$ cat config.mk
export PLATFORM = sky130hd
export DESIGN_NAME = booth_mul
export DESIGN_NICKNAME = d
export VERILOG_FILES = /design/src/rtl/booth_pkg.sv /design/src/rtl/booth_recode.sv /design/src/rtl/booth_ctrl.sv /design/src/rtl/booth_dpath.sv /design/src/rtl/booth_mul.sv
export SDC_FILE = /design/constraint.sdc
export NUM_CORES = 1
export LEC_CHECK = 0
export BUFFER_PORTS_ARGS = -buffer_cell sky130_fd_sc_hd__buf_2
export CAP_MARGIN = 20
export CORE_MARGIN = 5
export CORE_UTILIZATION = 55
export CTS_BUF_LIST = sky130_fd_sc_hd__clkbuf_8 sky130_fd_sc_hd__clkbuf_16
export CTS_CLUSTER_SIZE = 20
export DETAILED_ROUTE_END_ITERATION = 10
export PLACE_DENSITY = 0.78
export SYNTH_ARGS = -nofsm -noshare
export SYNTH_HDL_FRONTEND = slang
export SYNTH_HIERARCHICAL = 1
export SYNTH_SLANG_ARGS = --single-unit
$ cat constraint.sdc
create_clock -name clk -period 4.6 [get_ports clk]
set_input_delay 0.69 -clock clk [delete_from_list [all_inputs] [get_ports clk]]
set_output_delay 0.69 -clock clk [all_outputs]
set_load 0.02 [all_outputs]
$ cat src/rtl/booth_pkg.sv
package booth_pkg;
  // Action picked by one recoding step.
  typedef enum logic [1:0] {
    OP_KEEP = 2'd0,
    OP_ADD  = 2'd1,
    OP_SUB  = 2'd2
  } booth_op_e;
endpackage

$ cat src/rtl/booth_recode.sv
module booth_recode
  import booth_pkg::*;
(
  input  logic [1:0] pair_i,  // {current multiplier bit, previously retired bit}
  output booth_op_e  op_o
);
  always_comb begin
    unique case (pair_i)
      2'b01:   op_o = OP_ADD;   // end of a run of ones
      2'b10:   op_o = OP_SUB;   // start of a run of ones
      default: op_o = OP_KEEP;  // inside a run or between runs
    endcase
  end

  // the decoder never asks for a change when both bits agree
  always_comb begin
    if (pair_i[1] == pair_i[0]) begin
      a_keep_on_equal_r9: assert (op_o == OP_KEEP);
    end
  end
endmodule

$ cat src/rtl/booth_ctrl.sv
module booth_ctrl #(
  parameter int unsigned N_STEPS = 8
) (
  input  logic clk,
  input  logic rst_n,
  input  logic start_i,
  output logic busy_o,
  output logic done_o,
  output logic load_o,
  output logic step_o
);
  localparam int unsigned CW = (N_STEPS > 1) ? $clog2(N_STEPS) : 1;
  localparam logic [CW-1:0] LAST = CW'(N_STEPS - 1);

  logic          busy_q, busy_d;
  logic          done_q, done_d;
  logic [CW-1:0] cnt_q, cnt_d;
  logic          cnt_en;

  assign load_o = start_i & ~busy_q;
  assign step_o = busy_q;
  assign cnt_en = load_o | busy_q;

  always_comb begin
    busy_d = busy_q;
    done_d = 1'b0;
    cnt_d  = cnt_q;
    if (load_o) begin
      busy_d = 1'b1;
      cnt_d  = '0;
    end else if (busy_q) begin
      if (cnt_q == LAST) begin
        busy_d = 1'b0;
        done_d = 1'b1;
      end else begin
        cnt_d = cnt_q + 1'b1;
      end
    end
  end

  always_ff @(posedge clk or negedge rst_n) begin
    if (!rst_n) begin
      busy_q <= 1'b0;
      done_q <= 1'b0;
      cnt_q  <= '0;
    end else begin
      busy_q <= busy_d;
      done_q <= done_d;
      if (cnt_en) cnt_q <= cnt_d;
    end
  end

  assign busy_o = busy_q;
  assign done_o = done_q;

  // completion is a single-cycle pulse
  p_done_single_r4: assert property (@(posedge clk) disable iff (!rst_n)
    done_q |=> !done_q);
  // the pulse follows the last busy cycle
  p_done_after_busy_r4: assert property (@(posedge clk) disable iff (!rst_n)
    done_q |-> (!busy_q && $past(busy_q)));
  // a strobe during a non-final step does not end or restart the run
  p_start_ignored_r3: assert property (@(posedge clk) disable iff (!rst_n)
    (busy_q && start_i && cnt_q != LAST) |=> (busy_q && cnt_q == $past(cnt_q) + 1'b1));
  // the step counter stays inside the N-step window
  p_count_bound_r2: assert property (@(posedge clk) disable iff (!rst_n)
    busy_q |-> (cnt_q <= LAST));
endmodule

$ cat src/rtl/booth_dpath.sv
module booth_dpath
  import booth_pkg::*;
#(
  parameter int unsigned M_W = 8,
  parameter int unsigned N_W = 8
) (
  input  logic             clk,
  input  logic             rst_n,
  input  logic             load_i,
  input  logic             step_i,
  input  logic [M_W-1:0]   mcand_i,
  input  logic [N_W-1:0]   mplr_i,
  output logic [M_W+N_W-1:0] product_o
);
  localparam int unsigned U_W = M_W + 1;          // accumulator field with guard bit
  localparam int unsigned P_W = U_W + N_W + 1;    // plus multiplier and extra low bit

  logic [P_W-1:0] acc_q, acc_d;
  logic [U_W-1:0] add_q, add_d;
  logic [U_W-1:0] sub_q, sub_d;
  logic [U_W-1:0] upper, upper_sum;
  logic [P_W-1:0] summed;
  booth_op_e      op;

  booth_recode u_recode (
    .pair_i (acc_q[1:0]),
    .op_o   (op)
  );

  // Operands prepared once at start: sign-extended and its negation.
  always_comb begin
    add_d = {mcand_i[M_W-1], mcand_i};
    sub_d = ~add_d + 1'b1;
  end

  always_comb begin
    upper = acc_q[P_W-1 -: U_W];
    unique case (op)
      OP_ADD:  upper_sum = upper + add_q;
      OP_SUB:  upper_sum = upper + sub_q;
      default: upper_sum = upper;
    endcase
    summed = {upper_sum, acc_q[N_W:0]};
  end

  always_comb begin
    acc_d = acc_q;
    if (load_i) begin
      acc_d = {{U_W{1'b0}}, mplr_i, 1'b0};
    end else if (step_i) begin
      acc_d = {summed[P_W-1], summed[P_W-1:1]};
    end
  end

  always_ff @(posedge clk or negedge rst_n) begin
    if (!rst_n) begin
      acc_q <= '0;
      add_q <= '0;
      sub_q <= '0;
    end else begin
      if (load_i | step_i) acc_q <= acc_d;
      if (load_i) begin
        add_q <= add_d;
        sub_q <= sub_d;
      end
    end
  end

  assign product_o = acc_q[M_W+N_W:1];

  // stored operands cancel exactly, including the most negative multiplicand
  p_neg_pair_r9: assert property (@(posedge clk) disable iff (!rst_n)
    step_i |-> ((add_q + sub_q) == '0));
  // a fresh start clears the extra low bit and the accumulator field
  p_load_frame_r2: assert property (@(posedge clk) disable iff (!rst_n)
    load_i |=> (acc_q[0] == 1'b0 && acc_q[P_W-1 -: U_W] == '0));
  // the result is frozen while idle without a new start
  p_hold_r8: assert property (@(posedge clk) disable iff (!rst_n)
    (!step_i && !load_i) |=> $stable(product_o));
endmodule

$ cat src/rtl/booth_mul.sv
module booth_mul #(
  parameter int unsigned M_W = 8,
  parameter int unsigned N_W = 8
) (
  input  logic               clk,
  input  logic               rst_n,
  input  logic               start_i,
  input  logic [M_W-1:0]     mcand_i,
  input  logic [N_W-1:0]     mplr_i,
  output logic               busy_o,
  output logic               done_o,
  output logic [M_W+N_W-1:0] product_o
);
  logic load, step;

  booth_ctrl #(.N_STEPS(N_W)) u_ctrl (
    .clk     (clk),
    .rst_n   (rst_n),
    .start_i (start_i),
    .busy_o  (busy_o),
    .done_o  (done_o),
    .load_o  (load),
    .step_o  (step)
  );

  booth_dpath #(.M_W(M_W), .N_W(N_W)) u_dpath (
    .clk       (clk),
    .rst_n     (rst_n),
    .load_i    (load),
    .step_i    (step),
    .mcand_i   (mcand_i),
    .mplr_i    (mplr_i),
    .product_o (product_o)
  );
endmodule

Word level (Yosys, flattened, before mapping)
Index checks and enable logic that the tools add are counted.
{ "word_totals": {"input_bits": 19, "reg_bits": 40} }
{ "op_classes": {"eq_ne": 6, "n_reduce_logical": 3, "bitwise": 4, "n_mux": 13, "add_sub_neg": 4} }
{ "op_table": {"columns": ["operator", "n"], "rows": [
  ["18-bit two-way mux", 2],
  ["9-bit adder", 2],
  ["9-bit one-hot mux with 2 select lines", 1],
  ["9-bit by 1-bit adder with 9-bit output, second input constant", 1],
  ["3-bit two-way mux", 3],
  ["9-bit inverter", 1],
  ["1-bit two-way mux", 6],
  ["2-bit by 1-bit equality test with 1-bit output, second input constant", 2],
  ["2-bit equality test, second input constant", 2],
  ["2-bit one-hot mux with 2 select lines", 1],
  ["3-bit by 1-bit adder with 3-bit output, second input constant", 1],
  ["3-bit equality test, second input constant", 1],
  ["3-bit AND reduction", 1],
  ["2-bit by 1-bit inequality test with 1-bit output, second input constant", 1],
  ["2-bit AND reduction", 1],
  ["2-bit nonzero test", 1],
  ["1-bit AND", 1],
  ["1-bit inverter", 1],
  ["1-bit bitwise OR", 1]
]} }

Longest topological paths before layout
{ "depth": {"ltp_word": 6, "depth_mapped": 11, "mapped_depth_nobuf": 10} }

Cells and area by module
The synthesis kept the hierarchy.
{ "by_module_without_submodules": {"columns": ["mod", "n_inst", "cells_per_inst", "area_each_um2", "seq_area_each_um2"], "rows": [
  ["booth_dpath", 1, 202, 2105.8, 825.8],
  ["booth_ctrl", 1, 19, 235.2, 125.1],
  ["booth_recode", 1, 2, 15.0, 0.0]
]} }

Worst setup path before layout
OpenSTA, ideal clock, no wires.
{ "synth_timing": {"path_type": "flip-flop to flip-flop", "from": "register u_dpath.acc_q[0]", "to": "register u_dpath.acc_q[16]", "n_path_buf": 1, "path_slack_ns": 1.996, "required_ns": 4.475, "stages_incl_launch_ff": 11, "setup_ns": 0.125, "arrival_ns": 2.479, "cell_sequence": "dfrtp_1 > and2b_2 > ha_1 > buf_2 > mux2_2 > fa_1 > nand3_1 > nand2_1 > a21oi_2 > mux2i_1 > mux2_2"} }
{ "synth_between": {"elab_chain_cells": 6, "word_cells_on_any_way": 8} }
{ "synth_rtl": {"columns": ["element", "line", "source"], "rows": [
  ["start: declaration", "booth_dpath.sv:18", "logic [P_W-1:0] acc_q, acc_d;"],
  ["start signal: assignment", "booth_dpath.sv:57", "acc_q <= '0;"],
  ["start signal: assignment", "booth_dpath.sv:61", "if (load_i | step_i) acc_q <= acc_d;"],
  ["2-bit equality test or 2-bit by 1-bit equality test with 1-bit output (tied branches)", "booth_recode.sv:8", "unique case (pair_i)"],
  ["2-bit one-hot mux with 2 select lines *", "booth_recode.sv:8", null],
  ["via u_dpath.op[1]", "booth_dpath.sv:23", "booth_op_e op;"],
  ["2-bit equality test or 2-bit by 1-bit equality test with 1-bit output (tied branches)", "booth_dpath.sv:38", "unique case (op)"],
  ["9-bit one-hot mux with 2 select lines *", "booth_dpath.sv:38", null],
  ["18-bit two-way mux *", "booth_dpath.sv:50", "end else if (step_i) begin"],
  ["18-bit two-way mux *", "booth_dpath.sv:48", "if (load_i) begin"]
]} }
Mark *: on every way through the listed nets, which the timed path passes. The rest lies on a longest branch. The select of a mux whose other input is x is not followed.
A chain may end at the register's enable or synchronous reset.

Final worst setup path
Same ends and word-level chain as after synthesis.

==> impl_metrics.ini <==
[synthesis]
synthArstFlopShare = 1.00
post_synth_main_area_contributors = dfrtp_1 40%, mux2_2 11%, ha_1 6.9%
synthesis.area_per_instance_um2 = 10.6
synth_flop_cell = dfrtp_1
synthesis.yosys.warnings = 6
synthesis.instances = 223
post_synthesis_sequential_area_ratio = 0.404
synth_top_cell_area_share = 0.404
cell_area_synth_um2 = 2360
synth_cell_type_count = 38
synth_seq_cells = 38
postSynthNetCount = 256
yosys.cell_count.top_type = dfrtp_1
synth-edff-count = 0
synth_area_leader = dfrtp_1
post_synth_most_frequent_cells = 38 x dfrtp_1, 24 x mux2_2, 18 x buf_4, 18 x nand2_1, 16 x o21ai_0

[clocking]
clk_pin_slew_worst_paths_ps = 70
htreeDepth = 2
cts_hold_buf = 0
tritoncts_clock_tree = done
clock_sinks = 38
cts.root.buffer_cell = clkbuf_8
worst_skew_pair.late_latency_ps = 290
cts_inserted_buffers = 5
cts-root-to-sink-buffers = 2
post_cts_resized = 0
post_cts_buffers = 0

[sta]
post_route_clock_period_utilization = 0.611
post-route-min-period_ps = 2810
max_slew.worst_pin.slew_ps = 846
clock.fmax_mhz = 356
finalMaxSlewViolations = 0
hold_viol = 0
grt_setup_unrepaired = false
timing.setup.tns_ps = 0
setup-violations-final = 0
fin_worst_skew_ps = 4.90
max-slew-margin-rel = 0.436

[pwr]
switching_share = 0.420
powerDensity_nw_per_um2 = 887
vdd.ir_drop.worst_mv = 0.296
p_switching_mw = 0.952
power.static_leakage_nw = 1.24
power.combinational.fraction = 0.588
power.clock.fraction = 0.127
p_seq_frac = 0.285
cell_internal_pwr_mw = 1.31

[global_routing]
grt_max_degree = 39
antenna_violations_before_repair = 0
global_route.usage.total = 0.168
grt_pass1_vias = 1540
grt.overflow.total = 0
grt_first_pass_wirelength_mm = 7.11

[setup_path]
series_of_cell_instances_along_the_critical_path = and2b_2, ha_1, mux2_2, fa_1, nand3_1, nand2_1, a21oi_2, mux2i_1, mux2_2
cpMostUsedCell = mux2_2
cp_max_fo = 8
worst-setup-path-type = flip-flop to flip-flop
worstReg2RegStart = u_dpath/acc_q[0]$_DFFE_PN0P_
path_buf_inv = 0
crit_path_max_incr_delay_ps = 450
critical_path.slowest_cell = fa_1
worst_ep_arrival_ps = 2990
timing.critical_path.from = u_dpath/acc_q[0]$_DFFE_PN0P_
worstPathRequired_ps = 4780
timing.critical_path.max_delay_family = multiplexers
crit_path_start_kind = flip-flop
end_kind = flip-flop

[placed_design]
hpwlAfterDp_mm = 3.09
finalWeightedCongestion = 0.800
quantity_of_i_o_buffers_inserted_on_ports = 36

[detailed_routing]
drc_errors = 0
drt-wirelength-per-cell_um = 15.1
drt_iter0_markers = 50
wl_mm = 4.39
vias_per_cell = 5.55
detail-route-antenna-nets = 0
total_number_of_vias = 1616
detailedRoute.firstPassIterationCount = 4

[die]
placement_rows = 23
pin_count = 37
chipWidth_um = 75.5
fp.dieArea_um2 = 5690
start_util = 0.577
die_h_um = 75.5
placeableCoreArea_um2 = 4090

[finish]
post-route-util = 0.625
layout.nets = 274
filler_cell_count = 337
syn2layout_area_growth_pct = 8.39
layout-drive-gt1-share = 0.320
antenna_cells = 0

[worst_hold_path]
path_category_of_the_worst_min_delay_check = input port to async pin

[job]
drv_cap = 0

[outcome]
run_status = completed
[cells in the final DEF, fill, tap and decap left out, types with 2 or more instances in the layout]
cell and count:
a211oi_1 4, a21o_1 2, a21oi_1 7, a21oi_2 2
a22o_1 2, buf_2 36, buf_4 2, clkbuf_8 6
dfrtp_1 38, ha_1 13, inv_1 3, mux2_1 2
mux2_2 24, mux2i_1 15, nand2_1 18, nand3_1 3
nand3b_1 2, nor2_1 12, nor2b_1 5, nor3_1 2
o21ai_0 16, xnor2_1 4, xor2_1 6
[registers in the layout, summed over array words and instances, names as in the netlist]
signal and flops:
u_ctrl/done_o 1, u_dpath/sub_q 8, u_dpath/acc_q 17, u_dpath/add_q 8, u_ctrl/cnt_q 3, u_ctrl/busy_o 1
[stage by stage]
stage | area (um2) | setup slack, ps | instances | total power [mW] | hold slack [ps]
2_1_floorplan | 2360 | 2000 | 223 | 1.79 | 394
3_3_place_gp | 2440 | 1860 | 284 | 1.93 | 486
3_5_place_dp | 2440 | 1790 | 284 | 1.98 | 494
4_1_cts | 2550 | 1770 | 291 | 2.28 | 513
5_1_grt | 2550 | 1620 | 291 | 2.46 | 522
6_report | 2550 | 1790 | 291 | 2.27 | 503
[area by class of cell]
type / count / area [um2] / share of cell area
Clock inverter: 1 / 30.0 / 0.0118
Clock buffer: 6 / 82.6 / 0.0323
Multi-Input combinational cell: 155 / 1220 / 0.478
Sequential cell: 38 / 951 / 0.372
Timing Repair Buffer: 38 / 195 / 0.0764
Tap cell: 50 / 62.6 / 0.0245
Inverter: 3 / 11.3 / 0.00441
[power by group through the flow]
stage                     Combinational, mW  Sequential (mW)  Clock (mW)
after floorplan                        1.17            0.624           0
after global placement                 1.29            0.646           0
after detailed placement               1.33            0.651           0
after CTS                              1.34            0.646       0.296
after global routing                   1.48            0.672       0.308
final                                  1.33            0.647       0.287
[layer usage]
layer / vias up / part of all wire / track usage
met5: - / 0 / 0
met4: 0 / 0.016 / 0.0641
met3: 6 / 0.040 / 0.0475
met2: 31 / 0.48 / 0.267
met1: 777 / 0.47 / 0.218
li1: 802 / - / -
[path summary, 6_finish.rpt]
check | endpoint | slack [ps] | cells past startpoint
max | u_dpath/acc_q[16]$_DFFE_PN0P_ | 1790 | 9
min | u_dpath/add_q[1]$_DFFE_PN0P_ | 500 | 1
max reg2reg | u_dpath/acc_q[16]$_DFFE_PN0P_ | 1790 | 9
min reg2reg | u_dpath/sub_q[5]$_DFFE_PN0P_ | 510 | 1
max in group asynchronous | u_ctrl/busy_o$_DFF_PN0_ | 3560 | 1
min in group clk | u_dpath/sub_q[5]$_DFFE_PN0P_ | 510 | 1
[kinds of logic after synthesis]
family                   count (synthesis)  synth area share
AO/OA/AOI/OAI                           37            0.0967
flip-flops                              38             0.404
AND/OR/NAND/NOR                         53             0.118
adder cells (fa/ha/maj)                 14            0.0775
multiplexers                            41             0.188
buffers and inverters                   30            0.0791
XOR/XNOR                                10            0.0372
Power figures use the tool's default switching activity.
